File: config.mk
export PLATFORM = sky130hd
export DESIGN_NAME = ecc_hamming_acc
export DESIGN_NICKNAME = d
export VERILOG_FILES = /design/src/rtl/ecc_hamming_pkg.sv /design/src/rtl/ecc_position_tracker.sv /design/src/rtl/ecc_chunk_parity.sv /design/src/rtl/ecc_readout_seq.sv /design/src/rtl/ecc_hamming_acc.sv
export SDC_FILE = /design/constraint.sdc
export NUM_CORES = 1
export LEC_CHECK = 0
export ABC_AREA = 1
export BUFFER_PORTS_ARGS = -buffer_cell sky130_fd_sc_hd__buf_4
export CORE_MARGIN = 2
export CORE_UTILIZATION = 61
export DETAILED_ROUTE_END_ITERATION = 6
export HOLD_SLACK_MARGIN = 0.05
export PLACE_DENSITY = 0.81
export SLEW_MARGIN = 20
export SYNTH_ARGS = -nofsm -noshare
export SYNTH_HDL_FRONTEND = slang
export SYNTH_SLANG_ARGS = --single-unit
export TNS_END_PERCENT = 20
File: constraint.sdc
create_clock -name clk -period 2.22 [get_ports clk]
set_input_delay 0.222 -clock clk [delete_from_list [all_inputs] [get_ports clk]]
set_output_delay 0.222 -clock clk [all_outputs]
set_load 0.03 [all_outputs]
File: src/rtl/ecc_hamming_pkg.sv
package ecc_hamming_pkg;

  typedef enum logic [1:0] {
    MODE_OFF  = 2'b00,
    MODE_ACC  = 2'b01,
    MODE_READ = 2'b10,
    MODE_CLR  = 2'b11
  } ecc_mode_e;

  localparam int unsigned CHUNK_AW   = 8;
  localparam int unsigned LINE_BITS  = 2 * CHUNK_AW;
  localparam int unsigned COL_BITS   = 6;
  localparam int unsigned CODE_BYTES = 3;

  function automatic logic [COL_BITS-1:0] col_parity(input logic [7:0] d);
    logic [COL_BITS-1:0] c;
    c[0] = d[0] ^ d[2] ^ d[4] ^ d[6];
    c[1] = d[1] ^ d[3] ^ d[5] ^ d[7];
    c[2] = d[0] ^ d[1] ^ d[4] ^ d[5];
    c[3] = d[2] ^ d[3] ^ d[6] ^ d[7];
    c[4] = ^d[3:0];
    c[5] = ^d[7:4];
    return c;
  endfunction

endpackage

File: src/rtl/ecc_position_tracker.sv
module ecc_position_tracker
  import ecc_hamming_pkg::*;
#(
  parameter int unsigned NCHUNKS = 2,
  localparam int unsigned CW = $clog2(NCHUNKS + 1)
) (
  input  logic                clk,
  input  logic                rst_n,
  input  logic                clr,
  input  logic                beat,
  output logic [CHUNK_AW-1:0] byte_idx,
  output logic [CW-1:0]       chunk_idx,
  output logic                full
);

  localparam logic [CW-1:0]       LAST_CHUNK = CW'(NCHUNKS);
  localparam logic [CHUNK_AW-1:0] LAST_BYTE  = '1;

  assign full = (chunk_idx == LAST_CHUNK);

  always_ff @(posedge clk or negedge rst_n) begin
    if (!rst_n) begin
      byte_idx  <= '0;
      chunk_idx <= '0;
    end else if (clr) begin
      byte_idx  <= '0;
      chunk_idx <= '0;
    end else if (beat && !full) begin
      byte_idx <= byte_idx + 1'b1;
      if (byte_idx == LAST_BYTE) chunk_idx <= chunk_idx + 1'b1;
    end
  end

endmodule

File: src/rtl/ecc_chunk_parity.sv
module ecc_chunk_parity
  import ecc_hamming_pkg::*;
(
  input  logic                clk,
  input  logic                rst_n,
  input  logic                clr,
  input  logic                upd,
  input  logic [CHUNK_AW-1:0] addr,
  input  logic [7:0]          data,
  output logic [7:0]          code_lo,
  output logic [7:0]          code_hi,
  output logic [7:0]          code_col
);

  logic [LINE_BITS-1:0] lp_q;
  logic [LINE_BITS-1:0] lp_flip;
  logic [COL_BITS-1:0]  cp_q;
  logic                 bpar;

  assign bpar = ^data;

  for (genvar k = 0; k < CHUNK_AW; k++) begin : g_line
    assign lp_flip[2*k]   = bpar & ~addr[k];
    assign lp_flip[2*k+1] = bpar &  addr[k];
  end

  always_ff @(posedge clk or negedge rst_n) begin
    if (!rst_n) begin
      lp_q <= '0;
      cp_q <= '0;
    end else if (clr) begin
      lp_q <= '0;
      cp_q <= '0;
    end else if (upd) begin
      lp_q <= lp_q ^ lp_flip;
      cp_q <= cp_q ^ col_parity(data);
    end
  end

  assign code_lo  = ~lp_q[7:0];
  assign code_hi  = ~lp_q[15:8];
  assign code_col = {~cp_q, 2'b11};

endmodule

File: src/rtl/ecc_readout_seq.sv
module ecc_readout_seq #(
  parameter int unsigned NCHUNKS = 2,
  localparam int unsigned CW = $clog2(NCHUNKS + 1)
) (
  input  logic          clk,
  input  logic          rst_n,
  input  logic          active,
  input  logic          pop,
  output logic [1:0]    slot,
  output logic [CW-1:0] chunk_sel,
  output logic          more
);

  localparam logic [CW-1:0] END_CHUNK = CW'(NCHUNKS);

  assign more = (chunk_sel != END_CHUNK);

  always_ff @(posedge clk or negedge rst_n) begin
    if (!rst_n) begin
      slot      <= '0;
      chunk_sel <= '0;
    end else if (!active) begin
      slot      <= '0;
      chunk_sel <= '0;
    end else if (pop && more) begin
      if (slot == 2'd2) begin
        slot      <= '0;
        chunk_sel <= chunk_sel + 1'b1;
      end else begin
        slot <= slot + 1'b1;
      end
    end
  end

endmodule

File: src/rtl/ecc_hamming_acc.sv
module ecc_hamming_acc
  import ecc_hamming_pkg::*;
#(
  parameter int unsigned NCHUNKS = 2
) (
  input  logic       clk,
  input  logic       rst_n,
  input  logic [1:0] mode,
  input  logic       dat_valid,
  input  logic       dat_ready,
  input  logic [7:0] dat_byte,
  output logic       code_valid,
  input  logic       code_ready,
  output logic [7:0] code_data
);

  localparam int unsigned CW = $clog2(NCHUNKS + 1);

  ecc_mode_e           mode_q;
  logic                clr;
  logic                beat;
  logic [CHUNK_AW-1:0] pos_byte;
  logic [CW-1:0]       pos_chunk;
  logic                pos_full;
  logic [1:0]          rd_slot;
  logic [CW-1:0]       rd_chunk;
  logic                rd_more;
  logic                rd_active;
  logic [7:0]          c_lo  [NCHUNKS];
  logic [7:0]          c_hi  [NCHUNKS];
  logic [7:0]          c_col [NCHUNKS];

  assign mode_q    = ecc_mode_e'(mode);
  assign clr       = (mode_q == MODE_CLR);
  assign beat      = (mode_q == MODE_ACC) && dat_valid && dat_ready;
  assign rd_active = (mode_q == MODE_READ);

  ecc_position_tracker #(.NCHUNKS(NCHUNKS)) u_pos (
    .clk      (clk),
    .rst_n    (rst_n),
    .clr      (clr),
    .beat     (beat),
    .byte_idx (pos_byte),
    .chunk_idx(pos_chunk),
    .full     (pos_full)
  );

  for (genvar g = 0; g < NCHUNKS; g++) begin : g_chunk
    logic upd_g;
    assign upd_g = beat && !pos_full && (pos_chunk == CW'(g));
    ecc_chunk_parity u_par (
      .clk     (clk),
      .rst_n   (rst_n),
      .clr     (clr),
      .upd     (upd_g),
      .addr    (pos_byte),
      .data    (dat_byte),
      .code_lo (c_lo[g]),
      .code_hi (c_hi[g]),
      .code_col(c_col[g])
    );
  end

  ecc_readout_seq #(.NCHUNKS(NCHUNKS)) u_rd (
    .clk      (clk),
    .rst_n    (rst_n),
    .active   (rd_active),
    .pop      (code_valid && code_ready),
    .slot     (rd_slot),
    .chunk_sel(rd_chunk),
    .more     (rd_more)
  );

  assign code_valid = rd_active && rd_more;

  always_comb begin
    code_data = 8'h00;
    for (int c = 0; c < NCHUNKS; c++) begin
      if (rd_chunk == CW'(c)) begin
        case (rd_slot)
          2'd0:    code_data = c_hi[c];
          2'd1:    code_data = c_lo[c];
          default: code_data = c_col[c];
        endcase
      end
    end
  end

endmodule

=== Word-level counts from Yosys, hierarchy flattened ===
Index checks and enable logic that the tools add are counted.

* Register bits: 58
* Bits in latches: 0
* Bits in writable memories: 0
* ROM bits: 0
* Bits of input ports: 15
* Memories: 0

* Add/subtract/negate cells: 4
* Multipliers: 0
* Divide/modulo/power cells: 0
* Order comparisons: 0
* Equality and inequality tests: 12
* Shift operators: 0
* Multiplexer cells: 23
* Bitwise logic cells: 46
* Reductions and logical operators: 21

{| class="wikitable"
|+ Operator list
! kind !! number
|-
| $mux W16 || 4
|-
| $mux W8 || 4
|-
| $not A8 Y8 || 4
|-
| $pmux W8 S2 || 2
|-
| $xor A16 B16 Y16 || 2
|-
| $mux W6 || 4
|-
| $mux W2 || 9
|-
| $and A1 B1 Y1 || 16
|-
| $not A6 Y6 || 2
|-
| $xor A1 B1 Y1 || 12
|-
| $xor A6 B6 Y6 || 2
|-
| $add A8 B1 Y8 const B || 1
|-
| $eq A2 B1 Y1 const B || 4
|-
| $eq A2 B2 Y1 const B || 4
|-
| $eq A8 B8 Y1 const B || 1
|-
| $logic_and A1 B1 Y1 || 8
|-
| $not A1 Y1 || 8
|-
| $reduce_bool A2 Y1 || 4
|-
| $reduce_xor A4 Y1 || 2
|-
| $reduce_xor A8 Y1 || 1
|-
| $add A2 B1 Y2 const B || 3
|-
| $logic_not A2 Y1 || 3
|-
| $ne A2 B1 Y1 const B || 2
|-
| $reduce_and A2 Y1 || 2
|-
| 2 further kinds || 2
|}

=== Logic depth before layout (Yosys ltp) ===
Gate-level depths: netlist of run 1.

* Depth in word-level cells: 7
* Mapped depth: 12
* Depth with buffers taken out: 11

=== Cells and area by module ===
A second synthesis of run 1 with hierarchy kept.

* Cell total of the unflattened synthesis: 735
* Area, all modules: 4588.2 um2

{| class="wikitable"
|+ By module, submodules not included
! module !! instances !! cells an instance !! area an instance (um2)
|-
| ecc_chunk_parity || 2 || 254 || 1622.8
|-
| ecc_position_tracker || 1 || 80 || 583.1
|-
| ecc_hamming_acc || 1 || 113 || 516.7
|-
| ecc_readout_seq || 1 || 34 || 242.7
|}

=== Worst setup path after synthesis of run 1 ===
Ideal clock, no wire load.

* Path type: register to output
* Start: register u_rd.chunk_sel[0]
* End: output port code_data[3]
* Data arrival time: 1934 ps
* Slack: 64 ps
* Cell stages (with the launch flop): 7
* Buffers on the path: 1
* Path through: dfrtp_1 ha_1 or2_2 clkbuf_1 inv_1 o21ai_0 o21ai_0

* Longest elaborated chain between the ends: 3
* Elaborated cells on any way between the ends: 4
* Classes of those cells: eq/ne: 1; mux: 2; reduce/logical: 1

{| class="wikitable"
|+ Ends and longest elaborated chain
! element !! line !! RTL
|-
| from (decl) || ecc_readout_seq.sv:10 || <nowiki>output logic [CW-1:0] chunk_sel,</nowiki>
|-
| from (signal assigned) || ecc_readout_seq.sv:28 || <nowiki>chunk_sel <= chunk_sel + 1'b1;</nowiki>
|-
| $logic_not A2 Y1 || ecc_hamming_acc.sv:79 || <nowiki>if (rd_chunk == CW'(c)) begin</nowiki>
|-
| $mux W8 || ecc_hamming_acc.sv:79 ||
|-
| $mux W8 (*) || ecc_hamming_acc.sv:79 ||
|-
| to (decl) || ecc_hamming_acc.sv:14 || <nowiki>output logic [7:0] code_data</nowiki>
|}

Mark *: on every way between the ends. The rest lies on a longest branch, timed or not.

=== Worst setup path after layout of run 1 ===
* Start: register u_rd.chunk_sel[0]
* End: output port code_data[1]

The elaborated chain is that of the path after synthesis.

==> results of run 1 <==
## cell usage in the layout (no fill, tap or decap)
cell	instances
xor2_1	3
ha_1	7
o221ai_1	4
nor2_1	59
clkbuf_8	12
nor3_2	1
nand4_1	34
o32ai_1	2
xnor2_1	6
clkbuf_1	1
clkinv_2	1
buf_12	2
nand2_1	131
o21ai_0	28
bufinv_16	1
nor3_1	7
a21oi_1	16
o21ai_1	3
nand2_8	1
o31ai_1	3
nor3b_1	1
inv_1	112
dlygate4sd3_1	1
nand2_2	10
buf_4	27
nand3_1	36
or2_4	1
nand2_4	1
o22ai_1	10
a31oi_1	1
dfrtp_1	58
nor2_2	2
## Yosys cell counts, types with 2 or more instances
library cell  number  area, um^2
buf_4              2        15.0
nand3_1           36         180
o31ai_1            3        22.5
nor2_2             2        12.5
buf_6              6        67.6
nand4_1           34         213
inv_1            112         420
clkbuf_1           8        30.0
o32ai_1            2        17.5
o22ai_1           10        62.6
nor2_1            59         221
nor3_1             7        35.0
xnor2_1            6        52.6
ha_1               7        87.6
dfrtp_1           58        1450
xor2_1             3        26.3
nand2_2            8        50.1
a21oi_1           16        80.1
nand2_1          133         499
o21ai_0           31         155
o221ai_1           4        35.0
buf_2              8        40.0
## per-stage QoR
step           area [um^2]  hold WS, ns  total power, mW
6_report              4240        0.206             2.55
5_1_grt               4240        0.213             2.66
4_1_cts               4230        0.192             2.55
3_5_place_dp          4020        0.340             1.54
3_3_place_gp          4020        0.341             1.52
2_1_floorplan         3840      -0.0736             1.43
## power groups by stage
stage	Combinational, mW	Sequential [mW]	Clock (mW)
floorplan	0.300	1.13	0
global placement	0.381	1.14	0
detailed placement	0.395	1.14	0
CTS	0.399	1.12	1.03
global route	0.452	1.13	1.08
finish	0.400	1.12	1.03
## logic make-up (layout without fill, tap and decap cells)
logic type / after synthesis / in the layout / synth area share [%]
buffers and inverters: 136 / 157 / 14.9
adders and majority gates: 7 / 7 / 2.28
AOI/OAI and AO/OA: 67 / 67 / 9.88
xor gates and xnor gates: 9 / 9 / 2.05
and+or+nand+nor: 284 / 284 / 33.0
DFF: 58 / 58 / 37.8
## path summary, 6_finish.rpt
| kind | depth (start not counted) | endpoint | startpoint | slack (ns) |
|---|---|---|---|---|
| hold / removal | 4 | u_rd.chunk_sel[0]$_DFFE_PN0P_ | mode[0] | 0.21 |
| min in group asynchronous | 2 | u_pos.chunk_idx[0]$_DFFE_PN0P_ | rst_n | 0.49 |
| setup / recovery | 8 | code_data[1] | u_rd.chunk_sel[0]$_DFFE_PN0P_ | 0.15 |
| setup reg to reg | 9 | g_chunk[0].u_par.cp_q[1]$_DFFE_PN0P_ | u_pos.chunk_idx[0]$_DFFE_PN0P_ | 0.38 |
| max in group asynchronous | 2 | g_chunk[1].u_par.cp_q[1]$_DFFE_PN0P_ | rst_n | 1.22 |
| hold reg to reg | 2 | u_pos.chunk_idx[0]$_DFFE_PN0P_ | u_pos.chunk_idx[0]$_DFFE_PN0P_ | 0.53 |
## repair_timing
| item | 4_1_cts | 5_1_grt |
|---|---|---|
| endpoints found under the setup margin | 1 | 7 |
| hold buffers | 1 | 0 |
| endpoints found under the hold margin | 58 | 0 |
| resized for setup | 1 | 5 |
## worst max-delay path: cells and delay by family, from the launching register on
kind	cells	cell delay [ns]
buffers and inverters	4	0.43
DFF	1	0.41
AOI/OAI and AO/OA	2	0.27
and+or+nand+nor	1	0.26
adders and majority gates	1	0.15
## final cells by class
type | instances | area, um^2 | area share, %
Tap cell | 75 | 93.8 | 2.21
Multi-Input combinational cell | 367 | 1820 | 42.9
Clock buffer | 13 | 169 | 3.98
Clock inverter | 2 | 35.0 | 0.826
Sequential cell | 58 | 1450 | 34.2
Timing Repair Buffer | 30 | 253 | 5.96
Inverter | 112 | 420 | 9.91
## flip-flops by register name, indices dropped and copies added, names as in the netlist
register	count
g_chunk.u_par.lp_q	32
g_chunk.u_par.cp_q	12
u_pos.byte_idx	8
u_pos.chunk_idx	2
u_rd.chunk_sel	2
u_rd.slot	2
## per-layer routing
layer | global-route usage, % | vias up | part of all wire, %
met1 | 36.5 | 1722 | 43
met2 | 45.9 | 145 | 49
met4 | 9.99 | 0 | 2.0
li1 | - | 1806 | -
met5 | 0 | - | 0
met3 | 6.16 | 14 | 6.7
==> results.py, run 1 <==
metrics = {
    "setup_path": {
        "crit_type": "flop to output port",
        "path_common_cell": "inv_1",
        "cp-start-kind": "flop",
        "cp_cell_sequence": "inv_1 > ha_1 > inv_1 > or2_4 > inv_1 > o21ai_0 > o21ai_1 > buf_4",
        "worstPathRequired_ns": 2.00,
        "worstSetupEndpointType": "output port",
        "worstPathMaxFanout": 6,
        "cp_slowest_cell": "dfrtp_1",
        "cp.arrival_ns": 1.85,
        "critPathMaxStageDelay_ns": 0.41,
    },
    "flow_run": {
        "drv_cap": 0,
    },
    "routing": {
        "drc": 0,
        "detail_route.wl_per_cell_um": 14.3,
        "via_per_inst": 5.61,
        "dr.pass1.iters": 7,
        "routed_wl_mm": 9.38,
        "vias": 3687,
        "ant_nets": 0,
        "drt_iter0_markers": 322,
    },
    "floorplan": {
        "coreArea_mm2": 0.00599,
        "io_pins": 24,
        "initial_core_util_pct": 64.0,
        "num_rows": 28,
        "die_h_um": 83.3,
        "fp.dieW_um": 83.3,
        "die_area_mm2": 0.00694,
    },
    "yosys": {
        "synth_async_sr_flop_share_pct": 100,
        "ys.flop_type": "dfrtp_1",
        "synth-seq-cells": 58,
        "yosysWarnings": 0,
        "synth_cell_types": 28,
        "syn_inst": 561,
        "syn_nets": 583,
        "syn-cell-area_mm2": 0.00384,
        "synth-edff-count": 0,
        "ys_seq_area_share_pct": 37.8,
        "postSynthAreaPerCell_um2": 6.84,
    },
    "clock_network": {
        "cts_root_buf": "clkbuf_8",
        "cts_sinks": 58,
        "numCtsBuffers": 9,
        "insertion_delay_ns": 0.34,
        "cts_setup_buffers": 0,
        "clkTransAtPathRegs_ns": 0.06,
        "cts_max_level": 3,
        "cts_tree": "done",
        "cts_max_path_buffers": 2,
    },
    "placement": {
        "hpwl_mm": 6.37,
        "pre_cts_ws_ns": 0.374,
        "placed_cells": 641,
        "gp_routability_congestion": 0.840,
        "portBuffers": 23,
    },
    "power_and_ir_drop": {
        "power.leakage_nw": 2.15,
        "p_seq_share_pct": 44.0,
        "comb_power_share_pct": 15.7,
        "p_int_mw": 1.82,
        "p_switching_mw": 0.731,
        "power_density_mw_per_mm2": 601,
        "vdd_drop_max_mv": 0.503,
        "power_frac_clock_pct": 40.3,
        "p_sw_share_pct": 28.7,
    },
    "timing": {
        "max_clock_freq_ghz": 0.482,
        "worst_pin_slew_ns": 0.764,
        "slew-limit-headroom_pct": 49.1,
        "timing.final.crit_share_pct": 93.5,
        "skew_ns": 0.00902,
        "finalMaxSlewViolations": 0,
        "setup_tns_ns": 0,
        "hold_viol_final": 0,
        "worst_slack_ns": 0.145,
        "min_period_ns": 2.07,
        "finalSetupViolCount": 0,
        "rsz0062_at_grt": "no",
    },
    "final_layout": {
        "fin_nets": 600,
        "area_growth_pct": 10.6,
        "fin_util_pct": 70.8,
        "drive_gt1_share_pct": 10.1,
        "fillers": 478,
        "final_cells": 657,
        "antenna_cells": 0,
    },
    "global_route": {
        "overflow": 0,
        "grt_pass1_vias": 3417,
        "grt_usage_pct": 28.0,
        "grt_max_degree": 65,
        "antenna_found_initial": 0,
        "grt_pass1_wl_mm": 15.7,
    },
    "run_status": {
        "outcome": "completed",
    },
    "min_path": {
        "hold_class": "primary input to flop",
    },
}
Note: power is estimated with default switching activity, not from simulation.
==> run 2: changes to the inputs <==
==> constraint.sdc (replaced) <==
create_clock -name clk -period 2.22 [get_ports clk]
set_input_delay 0.222 -clock clk [delete_from_list [all_inputs] [get_ports clk]]
set_output_delay 0.222 -clock clk [all_outputs]
set_load 0.02 [all_outputs]
==> run 2 against run 1 <==
Effect of this change: global-route usage decreased by 0.12 points; largest power group unchanged; combinational power decreased by 2%; via count decreased by 1.5%.
==> results.py, run 2 (same netlist as run 1, synthesis figures left out) <==
metrics = {
    "power_and_ir_drop": {
        "power_frac_clock_pct": 40.4,
        "p_sw_share_pct": 28.5,
        "comb_power_share_pct": 15.4,
        "finalPower_mw": 2.54,
        "p_int_mw": 1.82,
        "power.leakage_nw": 2.15,
        "p_seq_share_pct": 44.1,
        "power_density_mw_per_mm2": 601,
        "p_switching_mw": 0.725,
        "vdd_drop_max_mv": 0.429,
    },
    "timing": {
        "slew-limit-headroom_pct": 50.9,
        "hold-worst-slack_ns": 0.200,
        "finalMaxSlewViolations": 0,
        "rsz0062_at_grt": "yes",
        "worst_pin_slew_ns": 0.737,
        "hold_viol_final": 0,
        "max_clock_freq_ghz": 0.479,
        "skew_ns": 0.0102,
        "finalSetupViolCount": 0,
        "setup_tns_ns": 0,
        "worst_slack_ns": 0.132,
        "timing.final.crit_share_pct": 94.0,
        "min_period_ns": 2.09,
    },
    "floorplan": {
        "coreArea_mm2": 0.00599,
        "initial_core_util_pct": 64.0,
        "die_area_mm2": 0.00694,
        "num_rows": 28,
        "die_h_um": 83.3,
        "io_pins": 24,
        "fp.dieW_um": 83.3,
    },
    "clock_network": {
        "cts_sinks": 58,
        "cts_max_path_buffers": 2,
        "cts_root_buf": "clkbuf_8",
        "numCtsBuffers": 9,
        "cts_max_level": 3,
        "clkTransAtPathRegs_ns": 0.07,
        "insertion_delay_ns": 0.34,
        "cts_setup_buffers": 0,
        "cts_tree": "done",
    },
    "routing": {
        "drc": 0,
        "drt_iter0_markers": 282,
        "vias": 3632,
        "via_per_inst": 5.54,
        "detail_route.wl_per_cell_um": 13.9,
        "met3_length_um": 506,
        "dr.pass1.iters": 5,
        "ant_nets": 0,
        "wl_met2_mm": 4.39,
        "topRoutingLayerUsed": "met4",
        "wl_met1_mm": 4.09,
        "routed_wl_mm": 9.11,
    },
    "flow_run": {
        "drv_cap": 0,
    },
    "final_layout": {
        "max_flop_register": "g_chunk.u_par.lp_q",
        "final_cell_area_mm2": 0.00424,
        "drive_gt1_share_pct": 10.2,
        "area_growth_pct": 10.4,
        "fin_util_pct": 70.7,
        "final_common_cell": "nand2_1",
        "largest_registers": "g_chunk.u_par.lp_q (32), g_chunk.u_par.cp_q (12), u_pos.byte_idx (8)",
        "largest_reg_flops": 32,
        "final_cells": 656,
        "fillers": 475,
        "final_cell_mix": "131 x nand2_1, 112 x inv_1, 59 x nor2_1",
        "antenna_cells": 0,
        "fin_nets": 599,
    },
    "global_route": {
        "grt_pass1_wl_mm": 15.7,
        "overflow": 0,
        "grt_usage_pct": 27.9,
        "grt_max_degree": 65,
        "antenna_found_initial": 0,
        "grt_pass1_vias": 3359,
    },
    "setup_path": {
        "cp-start-kind": "flop",
        "worstPathRequired_ns": 2.00,
        "worstPathMaxFanout": 9,
        "worstSetupEndpointType": "output port",
        "critPathMaxStageDelay_ns": 0.41,
        "cp.arrival_ns": 1.87,
        "cp_slowest_cell": "dfrtp_1",
        "crit_type": "flop to output port",
        "cp_cell_sequence": "ha_2 > or2_4 > inv_1 > o21ai_0 > o21ai_1 > buf_4",
    },
    "min_path": {
        "hold_class": "primary input to flop",
    },
    "run_status": {
        "outcome": "completed",
    },
    "placement": {
        "portBuffers": 23,
        "pre_cts_ws_ns": 0.306,
        "postPlaceCellArea_mm2": 0.00401,
        "placed_cells": 640,
        "hpwl_mm": 6.17,
        "gp_routability_congestion": 0.826,
    },
}
==> run 2: cell count changes in the layout (fill, tap and decap cells not counted), sizes merged <==
cell | previous run | this run
buf | 29 | 28
==> run 2: power by group through the flow <==
stage,clock network [mW],registers (mW),logic [mW]
finish,1.03,1.12,0.392
global route,1.08,1.13,0.444
global placement,0,1.14,0.375
detailed placement,0,1.14,0.387
floorplan,0,1.13,0.296
CTS,1.03,1.12,0.393
==> run 2: routing by layer <==
metal / track usage (%) / up-vias
li1: - / 1811
met1: 37.3 / 1689
met2: 45.5 / 120
met3: 5.07 / 12
met4: 9.69 / 0
met5: 0 / -
==> run 2: final cells by class <==
cell class / count / area, um^2 / share of cell area, %
repair buffers: 29 / 245 / 5.79
flip-flops and latches: 58 / 1450 / 34.3
clock inverters: 2 / 35.0 / 0.827
inverters: 112 / 420 / 9.92
well taps: 75 / 93.8 / 2.22
clock buffers: 13 / 169 / 3.99
multi-input cells: 367 / 1820 / 43.0
==> run 2: what timing repair did <==
action / 4_1_cts / 5_1_grt
cloned: 0 / 0
hold buffers: 1 / 0
gates resized for setup: 2 / 4
endpoints found under the hold margin: 58 / 0
endpoints found under the setup margin: 6 / 4
==> run 2: path summary, 6_finish.rpt <==
kind / to / depth (start not counted) / slack, ns / startpoint
max in group asynchronous: u_rd.slot[0]$_DFFE_PN0P_ / 2 / 1.24 / rst_n
worst max-delay path: code_data[3] / 6 / 0.13 / u_rd.chunk_sel[0]$_DFFE_PN0P_
worst min-delay path: u_rd.chunk_sel[0]$_DFFE_PN0P_ / 4 / 0.20 / mode[0]
min in group asynchronous: g_chunk[0].u_par.lp_q[12]$_DFFE_PN0P_ / 2 / 0.48 / rst_n
worst min register to register: g_chunk[0].u_par.cp_q[5]$_DFFE_PN0P_ / 2 / 0.52 / g_chunk[0].u_par.cp_q[5]$_DFFE_PN0P_
worst max register to register: g_chunk[1].u_par.cp_q[0]$_DFFE_PN0P_ / 9 / 0.35 / u_pos.chunk_idx[0]$_DFFE_PN0P_
==> run 2: worst max-delay path: cells and delay by family (launching register included) <==
kind	cells	cell delay (ns)
flip-flops	1	0.41
AND/OR/NAND/NOR	1	0.30
adder cells (fa/ha/maj)	1	0.27
buffers and inverters	2	0.27
AO/OA/AOI/OAI	2	0.26
